File: config.mk
export PLATFORM = sky130hd
export DESIGN_NAME = tap_tune_engine
export DESIGN_NICKNAME = d
export VERILOG_FILES = /design/src/rtl/tune_pkg.sv /design/src/rtl/tap_commit_seq.sv /design/src/rtl/streak_tracker.sv /design/src/rtl/tune_ctrl.sv /design/src/rtl/tap_tune_engine.sv
export SDC_FILE = /design/constraint.sdc
export NUM_CORES = 1
export LEC_CHECK = 0
export BUFFER_PORTS_ARGS = -buffer_cell sky130_fd_sc_hd__buf_2
export CAP_MARGIN = 40
export CORE_AREA = 2 2 76 78
export CTS_CLUSTER_DIAMETER = 60
export CTS_CLUSTER_SIZE = 16
export DETAILED_ROUTE_END_ITERATION = 10
export DIE_AREA = 0 0 78 80
export PLACE_DENSITY_LB_ADDON = 0.3
export SKIP_LAST_GASP = 1
export SYNTH_ARGS = -nofsm -noshare
export SYNTH_HDL_FRONTEND = slang
export SYNTH_SLANG_ARGS = --single-unit
File: constraint.sdc
create_clock -name clk -period 2.9 [get_ports clk]
set_input_delay 0.435 -clock clk [delete_from_list [all_inputs] [get_ports clk]]
set_output_delay 0.435 -clock clk [all_outputs]
set_load 0.01 [all_outputs]
File: src/rtl/tune_pkg.sv
// Shared types and mode codes of the tap tuning engine.
// Assumes: the speed mode is presented as a small unsigned code.
package tune_pkg;

    // Speed mode codes that enable a tuning sweep
    localparam int MODE_HS200_CODE  = 4;
    localparam int MODE_SDR104_CODE = 5;

    // Load sequencer states
    typedef enum logic [1:0] {
        SEQ_IDLE,
        SEQ_REQ,
        SEQ_GAP
    } seq_st_e;

    // Sweep controller states
    typedef enum logic [2:0] {
        C_IDLE,
        C_COMMIT,
        C_TEST,
        C_NEXT,
        C_FINAL
    } ctl_st_e;

endpackage

File: src/rtl/tap_commit_seq.sv
// Loads one tap value into the PHY twice in a row.
// Each load raises upd_o until ack_i arrives. One low cycle separates
// the two loads. A load that sees no ack within ACK_WAIT cycles is
// abandoned, and the sequence ends with fail_o.
// Assumes: go_i is only given while the sequencer is idle, and ack_i
// only arrives while upd_o is high.
module tap_commit_seq
    import tune_pkg::*;
#(
    parameter int TAP_W    = 6,
    parameter int ACK_WAIT = 16
) (
    input  logic             clk,
    input  logic             rst_n,
    input  logic             go_i,
    input  logic [TAP_W-1:0] tap_i,
    input  logic             ack_i,
    output logic [TAP_W-1:0] tap_o,
    output logic             upd_o,
    output logic             done_o,
    output logic             fail_o
);

    localparam int CNT_W = $clog2(ACK_WAIT + 1);

    seq_st_e          st;
    logic             second;
    logic [CNT_W-1:0] wait_cnt;
    logic [TAP_W-1:0] tap_q;
    logic [CNT_W-1:0] upd_run;

    // Two-round load handshake with timeout per round
    always_ff @(posedge clk) begin
        if (!rst_n) begin
            st       <= SEQ_IDLE;
            second   <= 1'b0;
            wait_cnt <= '0;
            tap_q    <= '0;
            done_o   <= 1'b0;
            fail_o   <= 1'b0;
        end else begin
            done_o <= 1'b0;
            fail_o <= 1'b0;
            case (st)
                SEQ_IDLE: begin
                    if (go_i) begin
                        tap_q    <= tap_i;
                        second   <= 1'b0;
                        wait_cnt <= '0;
                        st       <= SEQ_REQ;
                    end
                end
                SEQ_REQ: begin
                    if (ack_i) begin
                        wait_cnt <= '0;
                        if (second) begin
                            st     <= SEQ_IDLE;
                            done_o <= 1'b1;
                        end else begin
                            second <= 1'b1;
                            st     <= SEQ_GAP;
                        end
                    end else if (wait_cnt == CNT_W'(ACK_WAIT - 1)) begin
                        st     <= SEQ_IDLE;
                        done_o <= 1'b1;
                        fail_o <= 1'b1;
                    end else begin
                        wait_cnt <= wait_cnt + CNT_W'(1);
                    end
                end
                SEQ_GAP: st <= SEQ_REQ;
                default: st <= SEQ_IDLE;
            endcase
        end
    end

    assign upd_o = (st == SEQ_REQ);
    assign tap_o = tap_q;

    // Checker state: length of the current high stretch of upd_o
    always_ff @(posedge clk) begin
        if (!rst_n)                          upd_run <= '0;
        else if (!upd_o)                     upd_run <= '0;
        else if (upd_run < CNT_W'(ACK_WAIT)) upd_run <= upd_run + CNT_W'(1);
    end

    assert_upd_bounded_R3: assert property (@(posedge clk) disable iff (!rst_n)
        upd_o |-> (upd_run < CNT_W'(ACK_WAIT)));

    assert_tap_steady_R2: assert property (@(posedge clk) disable iff (!rst_n)
        (upd_o && $past(upd_o)) |-> $stable(tap_o));

    assert_go_when_idle_R2: assert property (@(posedge clk) disable iff (!rst_n)
        go_i |-> (st == SEQ_IDLE));

endmodule

File: src/rtl/streak_tracker.sv
// Keeps the current run length of passing taps, the longest run seen
// so far and the tap that ended it. The longest run is replaced only
// by a strictly longer one.
// Assumes: clr_i and step_i are never high together.
module streak_tracker #(
    parameter int TAP_W = 6,
    parameter int LEN_W = 6
) (
    input  logic             clk,
    input  logic             rst_n,
    input  logic             clr_i,
    input  logic             step_i,
    input  logic             pass_i,
    input  logic [TAP_W-1:0] tap_i,
    output logic [LEN_W-1:0] cur_len_o,
    output logic [LEN_W-1:0] best_len_o,
    output logic [TAP_W-1:0] best_end_o
);

    logic [LEN_W-1:0] cur_inc;

    assign cur_inc = cur_len_o + LEN_W'(1);

    // Run bookkeeping per verdict
    always_ff @(posedge clk) begin
        if (!rst_n || clr_i) begin
            cur_len_o  <= '0;
            best_len_o <= '0;
            best_end_o <= '0;
        end else if (step_i) begin
            if (pass_i) begin
                cur_len_o <= cur_inc;
                if (cur_inc > best_len_o) begin
                    best_len_o <= cur_inc;
                    best_end_o <= tap_i;
                end
            end else begin
                cur_len_o <= '0;
            end
        end
    end

    assert_cur_le_best_R4: assert property (@(posedge clk) disable iff (!rst_n)
        cur_len_o <= best_len_o);

    assert_best_grows_R5: assert property (@(posedge clk) disable iff (!rst_n)
        !clr_i |=> (best_len_o >= $past(best_len_o)));

endmodule

File: src/rtl/tune_ctrl.sv
// Sweep controller. It steps the tap index, starts the double load,
// asks for a test, reports each verdict to the run tracker, computes
// the chosen tap, loads it, and reports the outcome.
// Assumes: test_done_i only arrives while test_req_o is high, and the
// load sequencer is idle whenever this controller is idle.
module tune_ctrl
    import tune_pkg::*;
#(
    parameter int TAP_W     = 6,
    parameter int TAP_COUNT = 40,
    parameter int LEN_W     = 6,
    parameter int MODE_W    = 3
) (
    input  logic              clk,
    input  logic              rst_n,
    input  logic              start_i,
    input  logic [MODE_W-1:0] mode_i,
    input  logic              seq_done_i,
    input  logic              seq_fail_i,
    output logic              seq_go_o,
    output logic [TAP_W-1:0]  seq_tap_o,
    input  logic              test_done_i,
    input  logic              test_pass_i,
    output logic              test_req_o,
    output logic              trk_clr_o,
    output logic              trk_step_o,
    output logic              trk_pass_o,
    output logic [TAP_W-1:0]  trk_tap_o,
    input  logic [LEN_W-1:0]  best_len_i,
    input  logic [TAP_W-1:0]  best_end_i,
    output logic              done_o,
    output logic              err_o,
    output logic [TAP_W-1:0]  result_o
);

    localparam logic [TAP_W-1:0] LAST_TAP = TAP_W'(TAP_COUNT - 1);

    ctl_st_e          st;
    logic [TAP_W-1:0] idx;
    logic [TAP_W-1:0] pick;
    logic [TAP_W-1:0] pick_q;
    logic             tune_mode;

    assign tune_mode = (mode_i == MODE_W'(MODE_HS200_CODE)) ||
                       (mode_i == MODE_W'(MODE_SDR104_CODE));
    assign pick      = best_end_i - TAP_W'(best_len_i >> 1);

    // Strobes toward the sequencer and the run tracker
    always_comb begin
        seq_go_o   = 1'b0;
        seq_tap_o  = idx;
        trk_clr_o  = 1'b0;
        trk_step_o = 1'b0;
        trk_pass_o = 1'b0;
        trk_tap_o  = idx;
        case (st)
            C_IDLE: begin
                if (start_i && tune_mode) begin
                    seq_go_o  = 1'b1;
                    seq_tap_o = '0;
                    trk_clr_o = 1'b1;
                end
            end
            C_COMMIT: begin
                if (seq_done_i && seq_fail_i) trk_step_o = 1'b1;
            end
            C_TEST: begin
                if (test_done_i) begin
                    trk_step_o = 1'b1;
                    trk_pass_o = test_pass_i;
                end
            end
            C_NEXT: begin
                if (idx != LAST_TAP) begin
                    seq_go_o  = 1'b1;
                    seq_tap_o = idx + TAP_W'(1);
                end else if (best_len_i != '0) begin
                    seq_go_o  = 1'b1;
                    seq_tap_o = pick;
                end
            end
            default: ;
        endcase
    end

    // Sweep state, test request and reported outcome
    always_ff @(posedge clk) begin
        if (!rst_n) begin
            st         <= C_IDLE;
            idx        <= '0;
            pick_q     <= '0;
            test_req_o <= 1'b0;
            done_o     <= 1'b0;
            err_o      <= 1'b0;
            result_o   <= '0;
        end else begin
            done_o <= 1'b0;
            case (st)
                C_IDLE: begin
                    if (start_i) begin
                        if (tune_mode) begin
                            idx <= '0;
                            st  <= C_COMMIT;
                        end else begin
                            done_o <= 1'b1;
                            err_o  <= 1'b0;
                        end
                    end
                end
                C_COMMIT: begin
                    if (seq_done_i) begin
                        if (seq_fail_i) begin
                            st <= C_NEXT;
                        end else begin
                            test_req_o <= 1'b1;
                            st         <= C_TEST;
                        end
                    end
                end
                C_TEST: begin
                    if (test_done_i) begin
                        test_req_o <= 1'b0;
                        st         <= C_NEXT;
                    end
                end
                C_NEXT: begin
                    if (idx != LAST_TAP) begin
                        idx <= idx + TAP_W'(1);
                        st  <= C_COMMIT;
                    end else if (best_len_i == '0) begin
                        err_o    <= 1'b1;
                        result_o <= '0;
                        done_o   <= 1'b1;
                        st       <= C_IDLE;
                    end else begin
                        pick_q <= pick;
                        st     <= C_FINAL;
                    end
                end
                C_FINAL: begin
                    if (seq_done_i) begin
                        result_o <= pick_q;
                        err_o    <= seq_fail_i;
                        done_o   <= 1'b1;
                        st       <= C_IDLE;
                    end
                end
                default: st <= C_IDLE;
            endcase
        end
    end

    assert_done_pulse_R9: assert property (@(posedge clk) disable iff (!rst_n)
        done_o |=> !done_o);

    assert_hold_result_R9: assert property (@(posedge clk) disable iff (!rst_n)
        !done_o |-> ($stable(result_o) && $stable(err_o)));

    assert_bypass_R8: assert property (@(posedge clk) disable iff (!rst_n)
        (st == C_IDLE && start_i && !tune_mode) |=> (done_o && !err_o));

    assert_test_after_load_R2: assert property (@(posedge clk) disable iff (!rst_n)
        $rose(test_req_o) |-> ($past(seq_done_i) && !$past(seq_fail_i)));

    assert_result_range_R5: assert property (@(posedge clk) disable iff (!rst_n)
        (done_o && !err_o) |-> (result_o < TAP_W'(TAP_COUNT)));

endmodule

File: src/rtl/tap_tune_engine.sv
// Top of the sampling tap tuning engine. It joins the sweep
// controller, the two-round tap load sequencer and the passing-run
// tracker.
// Assumes: TAP_COUNT fits in TAP_W bits, and the PHY and checker obey
// the request/pulse handshakes described in the brief.
module tap_tune_engine #(
    parameter int TAP_W     = 6,
    parameter int TAP_COUNT = 40,
    parameter int ACK_WAIT  = 16,
    parameter int MODE_W    = 3
) (
    input  logic              clk,
    input  logic              rst_n,
    input  logic              start_i,
    input  logic [MODE_W-1:0] mode_i,
    output logic              done_o,
    output logic              err_o,
    output logic [TAP_W-1:0]  result_tap_o,
    output logic [TAP_W-1:0]  tap_o,
    output logic              tap_upd_o,
    input  logic              tap_ack_i,
    output logic              test_req_o,
    input  logic              test_done_i,
    input  logic              test_pass_i
);

    localparam int LEN_W = $clog2(TAP_COUNT + 1);

    logic             seq_go, seq_done, seq_fail;
    logic [TAP_W-1:0] seq_tap;
    logic             trk_clr, trk_step, trk_pass;
    logic [TAP_W-1:0] trk_tap;
    logic [LEN_W-1:0] cur_len, best_len;
    logic [TAP_W-1:0] best_end;

    tune_ctrl #(
        .TAP_W(TAP_W), .TAP_COUNT(TAP_COUNT), .LEN_W(LEN_W), .MODE_W(MODE_W)
    ) u_ctrl (
        .clk(clk), .rst_n(rst_n), .start_i(start_i), .mode_i(mode_i),
        .seq_done_i(seq_done), .seq_fail_i(seq_fail),
        .seq_go_o(seq_go), .seq_tap_o(seq_tap),
        .test_done_i(test_done_i), .test_pass_i(test_pass_i),
        .test_req_o(test_req_o),
        .trk_clr_o(trk_clr), .trk_step_o(trk_step), .trk_pass_o(trk_pass),
        .trk_tap_o(trk_tap),
        .best_len_i(best_len), .best_end_i(best_end),
        .done_o(done_o), .err_o(err_o), .result_o(result_tap_o)
    );

    tap_commit_seq #(
        .TAP_W(TAP_W), .ACK_WAIT(ACK_WAIT)
    ) u_seq (
        .clk(clk), .rst_n(rst_n), .go_i(seq_go), .tap_i(seq_tap),
        .ack_i(tap_ack_i), .tap_o(tap_o), .upd_o(tap_upd_o),
        .done_o(seq_done), .fail_o(seq_fail)
    );

    streak_tracker #(
        .TAP_W(TAP_W), .LEN_W(LEN_W)
    ) u_trk (
        .clk(clk), .rst_n(rst_n), .clr_i(trk_clr), .step_i(trk_step),
        .pass_i(trk_pass), .tap_i(trk_tap),
        .cur_len_o(cur_len), .best_len_o(best_len), .best_end_o(best_end)
    );

    assert_req_exclusive_R2: assert property (@(posedge clk) disable iff (!rst_n)
        !(test_req_o && tap_upd_o));

endmodule

* Yosys cells after proc, flatten, opt, wreduce, memory -nomap -nowiden
Index checks and enable logic that the tools add are counted.
Operators by class: add/subtract/negate cells 4, $mul 0, div/mod/pow operators 0, order comparisons 1, eq/ne operators 24, shifts and indexed selects 0, mux-type cells 63, bitwise logic cells 4, reduce and logical (&&, ||, !) cells 27
Operators with widths (number):
- 2-to-1 mux 6 bit | 10
- case mux 6 bit (2 select lines) | 3
- 2-to-1 mux 1 bit | 27
- 2-to-1 mux 3 bit | 7
- 2-to-1 mux 5 bit | 3
- case mux 3 bit (5 select lines) | 1
- adder 6 x 1 -> 6 bit, second input constant | 2
- inequality test 2 x 1 -> 1 bit, second input constant | 6
- inequality test 2 bit, second input constant | 6
- AND reduction 3 bit | 4
- AND reduction 4 bit | 3
- case mux 5 bit (2 select lines) | 1
- equality test 3 bit, second input constant | 3
- 2-to-1 mux 2 bit | 4
- case mux 1 bit (2 select lines) | 4
- nonzero test 2 bit | 4
- equality test 3 x 2 -> 1 bit, second input constant | 2
- > comparator 6 bit | 1
- logical NOT 6 bit | 1
- inequality test 6 bit, second input constant | 1
- case mux 1 bit (3 select lines) | 2
- case mux 2 bit (3 select lines) | 1
- AND reduction 2 bit | 3
- AND reduction 6 bit | 1
- 18 further kinds | 23
Word-level totals: flip-flop bits (word level) 58, latch bits 0, bits in writable memories 0, memory bits (read-only) 0, output and inout port bits 16, memories kept 0

* Longest topological paths before layout
word-level depth 7, mapped depth 9

* Hierarchy
A second synthesis with hierarchy kept.
Unflattened totals: cell total of the unflattened synthesis 356, area total of the unflattened synthesis 3111.7 sq um
Modules (own cells, without submodules):
- tune_ctrl | times used 1, cells an instance 181, area an instance 1475.2 sq um, seq. area each 480.5 sq um
- streak_tracker | times used 1, cells an instance 105, area an instance 935.9 sq um, seq. area each 360.3 sq um
- tap_commit_seq | times used 1, cells an instance 70, area an instance 700.7 sq um, seq. area each 320.3 sq um

* Worst setup path after synthesis
OpenSTA, ideal clock, no wires.
kind register to register, start register u_trk.cur_len_o[0], end register u_trk.best_end_o[0], setup time 0.072 ns, arrival time 1.928 ns, slack 0.900 ns, stages on the path, launching flop included 10, clock period less this slack 2.000 ns, cell sequence dfxtp_1 ha_1 nand3_1 xnor2_1 ha_1 nand3_1 o21bai_1 a21oi_2 buf_6 mux2i_1
Between the ends: longest elaborated chain between the ends 3
Ends and longest elaborated chain:
- from (decl) | RTL line streak_tracker.sv:15 | output logic [LEN_W-1:0] cur_len_o,
- from (signal assigned) | RTL line streak_tracker.sv:32 | cur_len_o <= cur_inc;
- adder 6 x 1 -> 6 bit | RTL line streak_tracker.sv:22 | assign cur_inc = cur_len_o + LEN_W'(1);
- net u_trk.cur_inc[4] | RTL line streak_tracker.sv:20 | logic [LEN_W-1:0] cur_inc;
- > comparator 6 bit | RTL line streak_tracker.sv:33 | if (cur_inc > best_len_o) begin
- AND reduction 3 bit (no source line)
- to (signal assigned) | RTL line streak_tracker.sv:35 | best_end_o <= tap_i;
- to (decl) | RTL line streak_tracker.sv:17 | output logic [TAP_W-1:0] best_end_o
The timed path passes the listed nets, and every way through them passes these cells. A chain may end at the register's enable or synchronous reset.

* Final worst setup path
start register u_ctrl.st[0], end register u_seq.tap_q[1], in the netlist u_seq.tap_o[1]
Between the ends: longest elaborated chain between the ends 3
Ends and longest elaborated chain:
- from (decl) | RTL line tune_ctrl.sv:38 | ctl_st_e st;
- from (signal assigned) | RTL line tune_ctrl.sv:89 | st <= C_IDLE;
- from (signal assigned) | RTL line tune_ctrl.sv:103 | st <= C_COMMIT;
- from (signal assigned) | RTL line tune_ctrl.sv:113 | st <= C_NEXT;
- equality test 3 x 2 -> 1 bit / logical NOT 3 bit (equally long branches) | RTL line tune_ctrl.sv:56 | case (st)
- case mux 1 bit (2 select lines) | RTL line tune_ctrl.sv:56
- AND reduction 2 bit (no source line)
- to (signal assigned) | RTL line tap_commit_seq.sv:47 | tap_q <= tap_i;
- to (decl) | RTL line tap_commit_seq.sv:29 | logic [TAP_W-1:0] tap_q;
Several ways; a longest one is shown, not always the timed one.

==> reports/metrics.cfg <==
[outcome]
status=complete, no violations

[yosys]
synth_warnings=0
synth_cell_types=59
async_reset_ff_share_pct=0
synth.avg_cell_area_um2=8.79
synth_edf_count=0
yosys-top-cells-area=dfxtp_1 (37%), mux2i_1 (7.7%), nand2_1 (6.5%)
synth_fp_nets=381
synth_area_leader_cell=dfxtp_1
synth_top_area_share_pct=37.1
netlist_area_um2=3130
syn_inst=356
yosysSeqAreaShare_pct=37.1
synth_top_flop_cell=dfxtp_1
synth_seq_cells=58

[grt]
antenna_found_initial=0
grt_max_degree=28
grt_pass1_wl_um=11300
grt_pass1_vias=2440
track_usage_pct=23.2
grt_overflow=0

[placement]
dp_hpwl_um=4780
placed_area_um2=3270
io_buffer_count=23
gp_congestion=0.821

[clock_tree]
cts_sinks=58
cts.hold.buffers_added=0
cts_tree=done
clk_latency_ps=340
htreeDepth=3
clk_path_buf_depth=2
cts-root-buf=clkbuf_8
cts_setup_buffers=0
cts_resized=0
cts_made_buffers=9
clk_pin_slew_ps=70

[floorplanning]
die-area_um2=6240
die_h_um=80
coreArea_um2=5410
chipWidth_um=78
start_util_pct=57.9
rows=27
io_pins=25

[detailed_routing]
wirelength_um=6560
via_count=2567
first_pass_iters=4
drt_iter0_drc=170
wire_per_inst_um=14.5
ant_nets=0
via_per_inst=5.67
drcViolationCount=0

[timing]
fin_hold_ws_ps=418
worst_pin_slew_ps=796
slew_viol_final=0
hold_viol=0
skew_ps=9.60
finalCriticalPeriod_ps=2290
rsz0062_at_grt=false
finalSetupViolCount=0
max_slew_margin_pct=46.9
fin_setup_tns_ps=0
max_freq_mhz=437
fin_crit_sh_pct=79.0

[finish]
design_area_um2=3530
antennaDiodeCount=0
fillers=485
drive_gt1_share_pct=15.2
fin_util_pct=65.3
layout.nets=401
area_growth_pct=12.8

[worst_setup_path]
critical_path_class=flop to flop
crit_path_max_fanout=12
end_kind=flop
start_kind=flop
crit_arrival_ps=2530
crit_required_ps=3140

[run]
cap_violations=0

[min_path]
hold_path_class=input port to flop

[power]
ir_drop_v=0.000402
p_total_uw=1860
powerDensity_nw_per_um2=528
power.leakage_uw=0.00147

## registers in the layout (all words and copies together) (netlist names)
signal,flops
u_trk.best_len_o,6
u_ctrl.test_req_o,1
u_seq.tap_o,6
u_seq.second,1
u_ctrl.trk_tap_o,6
u_seq.st,2
u_ctrl.st,3
u_seq.wait_cnt,5
u_seq.fail_o,1
u_ctrl.err_o,1
u_seq.done_o,1
u_ctrl.done_o,1
u_trk.best_end_o,6
u_ctrl.result_o,6
u_ctrl.pick_q,6
u_trk.cur_len_o,6
## Yosys cell counts, types with 2 or more instances
library cell / n
a21o_1: 3
nor2b_1: 14
clkbuf_1: 7
nand3b_1: 2
and3b_1: 3
nand2b_1: 6
a21boi_0: 2
xnor2_1: 6
nand2_1: 54
dfxtp_1: 58
o211a_1: 3
a22oi_1: 6
inv_1: 10
o21ai_1: 4
and2_1: 7
buf_6: 3
a21oi_1: 14
nor2_1: 18
nand3_1: 19
o22ai_1: 7
nand4_1: 2
xor2_1: 5
ha_1: 15
o21ai_0: 9
buf_2: 7
and3_1: 10
o21a_1: 3
nor2_4: 2
mux2i_1: 24
nor3_1: 3
o211ai_1: 2
## cell type report
| class | instances | area (µm²) | share of cell area (%) |
|---|---|---|---|
| multi-input combinational | 269 | 1830 | 51.8 |
| clock inverter | 7 | 141 | 4.00 |
| sequential | 58 | 1160 | 32.9 |
| clock buffer | 9 | 124 | 3.51 |
| inverter | 12 | 45.0 | 1.28 |
| tap | 72 | 90.1 | 2.55 |
| timing repair buffer | 26 | 141 | 4.00 |
## worst paths after layout
path | depth (start not counted) | slack [ps] | end | start
worst max register to register | 5 | 610 | u_seq.tap_o[1] | u_ctrl.st[0]
worst max-delay path | 5 | 610 | u_seq.tap_o[1] | u_ctrl.st[0]
worst min-delay path | 3 | 420 | u_seq.st[1] | tap_ack_i
worst min register to register | 1 | 460 | u_seq.st[1] | u_seq.second
## power breakdown
part           total, µW  leakage [µW]  internal, µW  switching [µW]
clock network        992      0.000129           657             335
registers            806      0.000468           801            4.88
logic               66.2      0.000870          24.0            42.1
## cells by family (layout without fill, tap and decap cells)
family                   Yosys count  count (layout)  synth area share [%]
multiplexers                      25              25                  8.39
buffers and inverters             29              54                  4.48
AND/OR/NAND/NOR                  153             153                  26.1
flip-flops                        58              58                  37.1
AO/OA/AOI/OAI                     64              64                  14.2
XOR/XNOR                          11              11                  3.08
adder cells (fa/ha/maj)           16              16                  6.63
## critical path: stages, from the launching register on
cell and delay [ps]:
dfxtp_1 580, and3b_1 500, nand2_1 160, o21ai_2 420
nand3_1 200, o32ai_1 310
## placed cells by master (no fill, tap or decap), types with 10 or more instances in the layout
master	n
a21oi_1	14
nand2_1	54
nor2_1	18
ha_1	15
buf_2	23
inv_1	10
dfxtp_1	58
nor2b_1	14
and3_1	10
nand3_1	19
mux2i_1	24
## stage by stage
step / setup WS (ps) / instances
5_1_grt: 425 / 453
2_1_floorplan: 900 / 356
3_5_place_dp: 708 / 437
4_1_cts: 637 / 453
6_report: 610 / 453
3_3_place_gp: 396 / 436
## metal layers
| layer | global-route usage (%) | wire, µm | vias up |
|---|---|---|---|
| met5 | 0 | 0 | - |
| met4 | 10.7 | 86 | 0 |
| met3 | 4.07 | 190 | 10 |
| met1 | 29.3 | 3190 | 1229 |
| li1 | - | - | 1293 |
| met2 | 38.5 | 3090 | 35 |
No activity file was read; power rests on OpenSTA's default activity.
